$ cat config.mk
export PLATFORM = sky130hd
export DESIGN_NAME = pmux_port
export DESIGN_NICKNAME = d
export VERILOG_FILES = /design/src/rtl/pmux_pkg.sv /design/src/rtl/pmux_sync.sv /design/src/rtl/pmux_regs.sv /design/src/rtl/pmux_resolve.sv /design/src/rtl/pmux_port.sv
export SDC_FILE = /design/constraint.sdc
export NUM_CORES = 1
export LEC_CHECK = 0
export ABC_AREA = 1
export CAP_MARGIN = 20
export CORE_MARGIN = 8
export CORE_UTILIZATION = 35
export DETAILED_ROUTE_END_ITERATION = 6
export DONT_BUFFER_PORTS = 1
export GPL_TIMING_DRIVEN = 0
export PLACE_DENSITY = 0.6
export SLEW_MARGIN = 10
export SYNTH_ARGS = -nofsm -noshare
export SYNTH_HDL_FRONTEND = slang
export SYNTH_SLANG_ARGS = --single-unit
$ cat constraint.sdc
create_clock -name clk_i -period 2.2 [get_ports clk_i]
set_input_delay 0.22 -clock clk_i [delete_from_list [all_inputs] [get_ports clk_i]]
set_output_delay 0.22 -clock clk_i [all_outputs]
set_load 0.05 [all_outputs]
$ cat src/rtl/pmux_pkg.sv
package pmux_pkg;
  localparam int PORT_W  = 8;
  localparam int ADDR_W  = 4;
  localparam int SPI_LO  = 2;
  localparam int SPI_W   = 3;
  localparam int SS_BIT  = 5;
  localparam int RX_BIT  = 0;
  localparam int TX_BIT  = 1;
  localparam int RW_BIT  = 6;
  localparam int AS_BIT  = 7;
  localparam logic [ADDR_W-1:0] DATA_OFS = 4'h8;
  localparam logic [ADDR_W-1:0] DIR_OFS  = 4'h9;

  typedef enum logic [2:0] {
    ROLE_GPIO,
    ROLE_SCI_RX,
    ROLE_SCI_TX,
    ROLE_SPI_DATA,
    ROLE_SPI_SEL,
    ROLE_BUS_RW,
    ROLE_BUS_AS
  } pin_role_e;

  function automatic pin_role_e role_of(int idx);
    if (idx == RX_BIT) return ROLE_SCI_RX;
    if (idx == TX_BIT) return ROLE_SCI_TX;
    if (idx >= SPI_LO && idx < SPI_LO + SPI_W) return ROLE_SPI_DATA;
    if (idx == SS_BIT) return ROLE_SPI_SEL;
    if (idx == RW_BIT) return ROLE_BUS_RW;
    if (idx == AS_BIT) return ROLE_BUS_AS;
    return ROLE_GPIO;
  endfunction
endpackage

$ cat src/rtl/pmux_sync.sv
module pmux_sync #(
  parameter int W = 8
) (
  input  logic         clk_i,
  input  logic         rst_ni,
  input  logic [W-1:0] d_i,
  output logic [W-1:0] q_o
);
  logic [W-1:0] stg1_q, stg2_q;

  always_ff @(posedge clk_i or negedge rst_ni) begin
    if (!rst_ni) begin
      stg1_q <= '0;
      stg2_q <= '0;
    end else begin
      stg1_q <= d_i;
      stg2_q <= stg1_q;
    end
  end

  assign q_o = stg2_q;
endmodule

$ cat src/rtl/pmux_regs.sv
module pmux_regs #(
  parameter int                 W        = 8,
  parameter int                 AW       = 4,
  parameter logic [AW-1:0]      DATA_OFS = 4'h8,
  parameter logic [AW-1:0]      DIR_OFS  = 4'h9
) (
  input  logic          clk_i,
  input  logic          rst_ni,
  input  logic [AW-1:0] addr_i,
  input  logic          we_i,
  input  logic [W-1:0]  wdata_i,
  input  logic [W-1:0]  rd_view_i,
  output logic [W-1:0]  latch_o,
  output logic [W-1:0]  dir_o,
  output logic [W-1:0]  rdata_o
);
  logic [W-1:0] latch_q, dir_q;
  logic         hit_data, hit_dir;

  assign hit_data = (addr_i == DATA_OFS);
  assign hit_dir  = (addr_i == DIR_OFS);

  always_ff @(posedge clk_i or negedge rst_ni) begin
    if (!rst_ni) begin
      latch_q <= '0;
      dir_q   <= '0;
    end else if (we_i) begin
      if (hit_data) latch_q <= wdata_i;
      if (hit_dir)  dir_q   <= wdata_i;
    end
  end

  always_comb begin
    rdata_o = '0;
    if (hit_data)     rdata_o = rd_view_i;
    else if (hit_dir) rdata_o = dir_q;
  end

  assign latch_o = latch_q;
  assign dir_o   = dir_q;
endmodule

$ cat src/rtl/pmux_resolve.sv
module pmux_resolve
  import pmux_pkg::*;
#(
  parameter int W = PORT_W
) (
  input  logic [W-1:0]     latch_i,
  input  logic [W-1:0]     dir_i,
  input  logic             mode_exp_i,
  input  logic             bus_as_i,
  input  logic             bus_rw_i,
  input  logic             sci_rx_en_i,
  input  logic             sci_tx_en_i,
  input  logic             sci_tx_i,
  input  logic             spi_en_i,
  input  logic             spi_master_i,
  input  logic [SPI_W-1:0] spi_exp_out_i,
  input  logic [SPI_W-1:0] spi_out_i,
  output logic [W-1:0]     oe_o,
  output logic [W-1:0]     out_o
);
  for (genvar i = 0; i < W; i++) begin : g_pin
    localparam pin_role_e ROLE = role_of(i);
    if (ROLE == ROLE_SCI_RX) begin : g_rx
      assign oe_o[i]  = sci_rx_en_i ? 1'b0 : dir_i[i];
      assign out_o[i] = latch_i[i];
    end else if (ROLE == ROLE_SCI_TX) begin : g_tx
      assign oe_o[i]  = sci_tx_en_i | dir_i[i];
      assign out_o[i] = sci_tx_en_i ? sci_tx_i : latch_i[i];
    end else if (ROLE == ROLE_SPI_DATA) begin : g_spi
      // SPI-owned inputs are forced; SPI-owned outputs still need the dir bit
      logic want_out;
      assign want_out = spi_exp_out_i[i-SPI_LO];
      assign oe_o[i]  = spi_en_i ? (want_out & dir_i[i]) : dir_i[i];
      assign out_o[i] = (spi_en_i && want_out) ? spi_out_i[i-SPI_LO] : latch_i[i];
    end else if (ROLE == ROLE_SPI_SEL) begin : g_ss
      assign oe_o[i]  = spi_en_i ? (spi_master_i & dir_i[i]) : dir_i[i];
      assign out_o[i] = latch_i[i];
    end else if (ROLE == ROLE_BUS_RW) begin : g_rw
      assign oe_o[i]  = mode_exp_i | dir_i[i];
      assign out_o[i] = mode_exp_i ? bus_rw_i : latch_i[i];
    end else if (ROLE == ROLE_BUS_AS) begin : g_as
      assign oe_o[i]  = mode_exp_i | dir_i[i];
      assign out_o[i] = mode_exp_i ? bus_as_i : latch_i[i];
    end else begin : g_gpio
      assign oe_o[i]  = dir_i[i];
      assign out_o[i] = latch_i[i];
    end
  end
endmodule

$ cat src/rtl/pmux_port.sv
module pmux_port
  import pmux_pkg::*;
(
  input  logic              clk_i,
  input  logic              rst_ni,
  input  logic [ADDR_W-1:0] reg_addr_i,
  input  logic              reg_we_i,
  input  logic [PORT_W-1:0] reg_wdata_i,
  output logic [PORT_W-1:0] reg_rdata_o,
  input  logic              mode_exp_i,
  input  logic              bus_as_i,
  input  logic              bus_rw_i,
  input  logic              sci_rx_en_i,
  input  logic              sci_tx_en_i,
  input  logic              sci_tx_i,
  output logic              sci_rx_o,
  input  logic              spi_en_i,
  input  logic              spi_master_i,
  input  logic [SPI_W-1:0]  spi_exp_out_i,
  input  logic [SPI_W-1:0]  spi_out_i,
  output logic [SPI_W-1:0]  spi_in_o,
  output logic              spi_ss_o,
  output logic              spi_mode_fault_o,
  input  logic [PORT_W-1:0] pad_i,
  output logic [PORT_W-1:0] pad_o,
  output logic [PORT_W-1:0] pad_oe_o
);
  logic [PORT_W-1:0] pin_sync, latch, dir, oe, drv, rd_view;

  pmux_sync #(.W(PORT_W)) u_sync (
    .clk_i (clk_i),
    .rst_ni(rst_ni),
    .d_i   (pad_i),
    .q_o   (pin_sync)
  );

  // driven pins read back the driver input, others the synchronized pad
  assign rd_view = (oe & drv) | (~oe & pin_sync);

  pmux_regs #(
    .W       (PORT_W),
    .AW      (ADDR_W),
    .DATA_OFS(DATA_OFS),
    .DIR_OFS (DIR_OFS)
  ) u_regs (
    .clk_i    (clk_i),
    .rst_ni   (rst_ni),
    .addr_i   (reg_addr_i),
    .we_i     (reg_we_i),
    .wdata_i  (reg_wdata_i),
    .rd_view_i(rd_view),
    .latch_o  (latch),
    .dir_o    (dir),
    .rdata_o  (reg_rdata_o)
  );

  pmux_resolve #(.W(PORT_W)) u_resolve (
    .latch_i      (latch),
    .dir_i        (dir),
    .mode_exp_i   (mode_exp_i),
    .bus_as_i     (bus_as_i),
    .bus_rw_i     (bus_rw_i),
    .sci_rx_en_i  (sci_rx_en_i),
    .sci_tx_en_i  (sci_tx_en_i),
    .sci_tx_i     (sci_tx_i),
    .spi_en_i     (spi_en_i),
    .spi_master_i (spi_master_i),
    .spi_exp_out_i(spi_exp_out_i),
    .spi_out_i    (spi_out_i),
    .oe_o         (oe),
    .out_o        (drv)
  );

  assign pad_oe_o         = oe;
  assign pad_o            = drv;
  assign sci_rx_o         = pin_sync[RX_BIT];
  assign spi_in_o         = pin_sync[SPI_LO +: SPI_W];
  assign spi_ss_o         = pin_sync[SS_BIT];
  assign spi_mode_fault_o = spi_en_i & spi_master_i & ~dir[SS_BIT] & ~pin_sync[SS_BIT];
endmodule

==> results.ini, run 1 <==
[power]
p_leak_nw=0.9801
p_comb_frac=0.291
power_frac_seq=0.433
power_switching_w=0.0006311
p_per_area_nw_per_um2=906.1
p_int_w=0.001032
p_clk_frac=0.276
ir_worst_vdd_uv=452.9
switching_share=0.3795

[sta]
hold_viol=0
setup-tns-final_ns=0
slew_headroom=0.3497
tightestPinTransition_ns=0.9689
final_max_slew_viol_count=0
period_needed_ns=2.058
finClkSkew_ns=0.001681
fin_crit_sh=0.9354
whs_ns=0.05553
max_freq_mhz=486.0
setup_violations=0
rsz0062_at_grt=false

[drt]
vias=1227
routed_wirelength_mm=3.720
drtAntennaViolNets=0
drtPass1Iterations=4
vias_per_cell=4.578
drcViolationCount=0
drt-initial-drc-count=28
detail_route.wl_per_cell_um=13.88

[worst_hold_path]
min_path_type=in -> reg
hp-start=reg_wdata_i[5]

[placement]
dp_hpwl_mm=2.804
port_buffers=0
dp.cells=250
globalplace.congestion=0.6900
place_area_um2=1624

[clock_tree]
htree_levels=2
tritoncts=yes
cts_buffers=5
clockBufferDepth=2
clock_tree.root_cell=clkbuf_8
cts.sinks=32
clock_latency_ns=0.27
post-cts-setup-buffers=0
clk_pin_slew_ns=0.06

[finish]
syn_to_final_growth_pct=18.12
drive_above_1_share=0.1435
layout_commonest_cell=nand2_1
n_antenna_cell=0
final_core_util=0.4245
final_nets=252
fillCellCount=439
fin_cells=268
fin_area_um2=1836
layout_common_cells=75 x nand2_1, 36 x inv_1, 32 x dfrtp_1, 13 x o21ai_0, 12 x nand3_1

[setup_path]
end_kind=primary output
worst_path_largest_cell_delay_ns=0.41
crit_start=u_regs.dir_o[6]
crit_required_ns=1.98
cp.arrival_ns=1.84
cp_top_family=simple AND/OR/NAND/NOR gates
crit_type=reg -> out
cp_num_buf_inv=1
startpoint_type=flip-flop
crit_slowest_cell=or2_2
timing.rr.start=u_regs.dir_o[5]
critPathMaxFanout=3
cp_common_cell=nand2_1
crit_path_cell_trace=inv_1, nand2_1, or2_2, nand3_1, nand2_1

[die]
core_um2=4324
row_count=24
die-area_um2=6829
die_w_um=82.64
initial_utilization=0.3594
io_pins=67
die_y_um=82.64

[yosys]
synth-seq-cells=32
syn_area_um2=1554
ys_seq_area_frac=0.5153
synth_nets=235
synthCells=198
yosysUniqueCellTypes=15
yosys_warnings=0
syn_avg_cell_area_um2=7.848

[flow_run]
maxCapViolCount=0

[global_route]
grt_overflow_total=0
grt_pass1_wl_mm=5.913
grt_pass1_vias=1295
grt.total_usage=0.1155
grt_max_degree=33
antenna_found_initial=0

[outcome]
status=finished, final reports clean

power by group through the flow:
stage	clock [W]	sequential (W)	combinational [W]
finish	0.000459	0.000721	0.000484
global route	0.000504	0.000732	0.000529
CTS	0.000480	0.000721	0.000491
detailed placement	0	0.000732	0.000455
global placement	0	0.000729	0.000450
floorplan	0	0.000720	0.000414
registers in the layout, indices dropped and copies added (netlist names):
name	flops
u_regs.dir_o	8
u_regs.latch_o	8
u_sync.q_o	8
u_sync.stg1_q	8
cell type report:
| type | count | area, um2 | area share |
|---|---|---|---|
| repair buffers | 10 | 110.1 | 0.05999 |
| multi-input cells | 122 | 566.8 | 0.3088 |
| well taps | 52 | 65.06 | 0.03545 |
| inverters | 36 | 135.1 | 0.07362 |
| flip-flops and latches | 32 | 800.8 | 0.4363 |
| clock buffers | 8 | 90.09 | 0.04908 |
| plain buffers | 8 | 67.56 | 0.03681 |
metal layers:
layer / wire (um) / track usage / vias up
li1: - / - / 623
met1: 1534 / 0.1265 / 548
met2: 1732 / 0.1879 / 51
met3: 421 / 0.06277 / 5
met4: 32 / 0.03621 / 0
met5: 0 / 0 / -
synthesized netlist by cell type (all sizes together):
| cell | n | area share |
|---|---|---|
| a21oi | 3 | 0.0097 |
| buf | 8 | 0.043 |
| dfrtp | 32 | 0.52 |
| inv | 36 | 0.087 |
| nand2 | 78 | 0.19 |
| nand3 | 12 | 0.039 |
| nor2 | 9 | 0.038 |
| nor3 | 1 | 0.0032 |
| o21ai | 18 | 0.068 |
| or2 | 1 | 0.0040 |
kinds of logic (layout without fill, tap and decap cells):
kind of cell / after synthesis / after routing / share of synthesized area
AND/OR/NAND/NOR: 101 / 101 / 0.2770
buffers and inverters: 44 / 62 / 0.1304
flip-flops: 32 / 32 / 0.5153
AO/OA/AOI/OAI: 21 / 21 / 0.07729
worst paths after layout:
| kind | to | slack, ns | cells after the start |
|---|---|---|---|
| worst max-delay path | reg_rdata_o[6] | 0.14 | 5 |
| worst min register to register | u_sync.q_o[5] | 0.35 | 0 |
| worst min-delay path | u_regs.dir_o[5] | 0.06 | 2 |
| max in group asynchronous | u_regs.dir_o[0] | 1.62 | 2 |
| min in group asynchronous | u_regs.latch_o[1] | 0.40 | 2 |
| worst max register to register | u_regs.dir_o[5] | 1.50 | 2 |
through the flow:
step,total power [W],setup WS [ns]
3_5_place_dp,0.001187,0.1925
3_3_place_gp,0.001179,0.1741
2_1_floorplan,0.001133,0.2648
4_1_cts,0.001692,0.09829
5_1_grt,0.001764,0.02840
6_report,0.001663,0.1422
timing repair:
action,CTS,global route
resized for setup,3,0
endpoints found under the hold margin,40,0
hold buffers,10,0
endpoints found under the setup margin,3,0
(Power assumes the default switching activity.)
==> run 2: changes to the inputs <==
--- a/config.mk
+++ b/config.mk
@@ -6,13 +6,14 @@
 export NUM_CORES = 1
 export LEC_CHECK = 0
 export ABC_AREA = 1
+export BUFFER_PORTS_ARGS = -buffer_cell sky130_fd_sc_hd__buf_2
 export CAP_MARGIN = 20
 export CORE_MARGIN = 8
 export CORE_UTILIZATION = 35
 export DETAILED_ROUTE_END_ITERATION = 6
-export DONT_BUFFER_PORTS = 1
 export GPL_TIMING_DRIVEN = 0
-export PLACE_DENSITY = 0.6
+export HOLD_SLACK_MARGIN = 0.05
+export PLACE_DENSITY = 0.73
 export SLEW_MARGIN = 10
 export SYNTH_ARGS = -nofsm -noshare
 export SYNTH_HDL_FRONTEND = slang
==> run 2 against run 1 <==
  * Clock power is 2% lower
  * Combinational power is 15% higher
  * Flip-flop and latch count stayed put
  * Clock-buffer cell count is the same
  * Wire length is 1.6% higher
  * Hold slack improved by 0.10 ns
  * Largest cell class unchanged
  * Die area is the same
==> results.ini, run 2 (same netlist as run 1, synthesis figures left out) <==
[flow_run]
maxCapViolCount=0

[sta]
tightestPinTransition_ns=0.6880
finClkSkew_ns=0.0009733
period_needed_ns=1.619
setup_violations=0
final_max_slew_viol_count=0
slew_headroom=0.5413
max_freq_mhz=617.5
setup-tns-final_ns=0
fin_crit_sh=0.7361
hold_viol=0
rsz0062_at_grt=false

[clock_tree]
clk_pin_slew_ns=0.06
cts-resized-gates=0
htree_levels=2
clock_latency_ns=0.27
cts.sinks=32
cts_buffers=5
post-cts-setup-buffers=0
clock_tree.root_cell=clkbuf_8
tritoncts=yes
clockBufferDepth=2

[worst_hold_path]
min_path_cells=3
hp-start=reg_wdata_i[6]
min_path_type=in -> reg

[power]
p_leak_nw=1.243
finalPower_w=0.001723
ir_worst_vdd_uv=518.7
p_per_area_nw_per_um2=809.0

[global_route]
grt_overflow_total=0
grt.total_usage=0.1175
grt_max_degree=33
grt_pass1_vias=1462
grt_pass1_wl_mm=6.168
antenna_found_initial=0

[setup_path]
startpoint_type=flip-flop
timing.rr.start=u_regs.dir_o[5]
crit_start=u_regs.dir_o[6]
crit_type=reg -> out
r2r_cells=2
end_kind=primary output
critPathMaxFanout=3
crit_required_ns=1.98
cp.arrival_ns=1.40

[placement]
globalplace.congestion=0.7428
port_buffers=66
dp_hpwl_mm=2.925

[drt]
drtAntennaViolNets=0
detail_route.wl_per_cell_um=11.35
drtPass1Iterations=4
vias_per_cell=4.270
vias=1422
routed_wirelength_mm=3.780
drt-initial-drc-count=24
drcViolationCount=0

[die]
die-area_um2=6829
initial_utilization=0.3594
die_y_um=82.64
row_count=24
io_pins=67
die_w_um=82.64
core_um2=4324

[finish]
layout_commonest_cell=nand2_1
n_antenna_cell=0
layout_common_cells=75 x nand2_1, 66 x buf_2, 36 x inv_1, 32 x dfrtp_1, 14 x o21ai_0
drive_above_1_share=0.3274
final_nets=317
syn_to_final_growth_pct=37.04

[outcome]
status=finished, final reports clean

[run 2: worst max-delay path: stages (launching register included)]
cell and delay (ns):
dfrtp_1 0.37, inv_1 0.08, nand2_1 0.08, or2_2 0.27, nand3_1 0.07, nand2_1 0.05, buf_2 0.20
[run 2: per-layer routing]
metal / track usage / part of all wire / vias to the layer above
met5: 0 / 0 / -
met4: 0.03621 / 0.012 / 0
met3: 0.05087 / 0.10 / 7
met2: 0.1973 / 0.44 / 51
met1: 0.1320 / 0.44 / 609
li1: - / - / 755
[run 2: path summary, 6_finish.rpt]
path	to	slack [ns]
min in group asynchronous	u_regs.dir_o[7]	0.53
min reg2reg	u_sync.q_o[1]	0.35
max reg2reg	u_regs.dir_o[5]	1.51
max	reg_rdata_o[6]	0.58
min	u_regs.latch_o[6]	0.16
max in group asynchronous	u_regs.latch_o[4]	1.22
[run 2: layout make-up]
cell class,instances,area [um2]
fillers,449,2195
flip-flops and latches,32,800.8
multi-input cells,122,550.5
repair buffers,75,420.4
inverters,36,135.1
clock buffers,8,90.09
plain buffers,8,67.56
well taps,52,65.06
[run 2: metrics by stage]
stage / util / hold slack, ns / cell area (um2) / worst slack (ns) / instances
5_1_grt: 0.4925 / 0.1541 / 2130 / 0.4676 / 333
2_1_floorplan: - / -0.07559 / 1554 / 0.2648 / 198
3_3_place_gp: 0.4508 / 0.3152 / 1949 / 0.7134 / 316
3_5_place_dp: 0.4508 / 0.3128 / 1949 / 0.7028 / 316
4_1_cts: 0.4925 / 0.1502 / 2130 / 0.5512 / 333
6_report: 0.4925 / 0.1574 / 2130 / 0.5806 / 333
[run 2: power by group]
| part | switching [W] | total, W | leakage, nW | internal (W) |
|---|---|---|---|---|
| combinational | 0.000397 | 0.000559 | 0.817 | 0.000162 |
| clock | 0.000197 | 0.000451 | 0.0455 | 0.000255 |
| sequential | 0.0000410 | 0.000712 | 0.380 | 0.000671 |
[run 2: what timing repair did]
action,CTS,global route
endpoints found under the setup margin,0,0
hold endpoints to repair,40,0
hold buffers,9,0
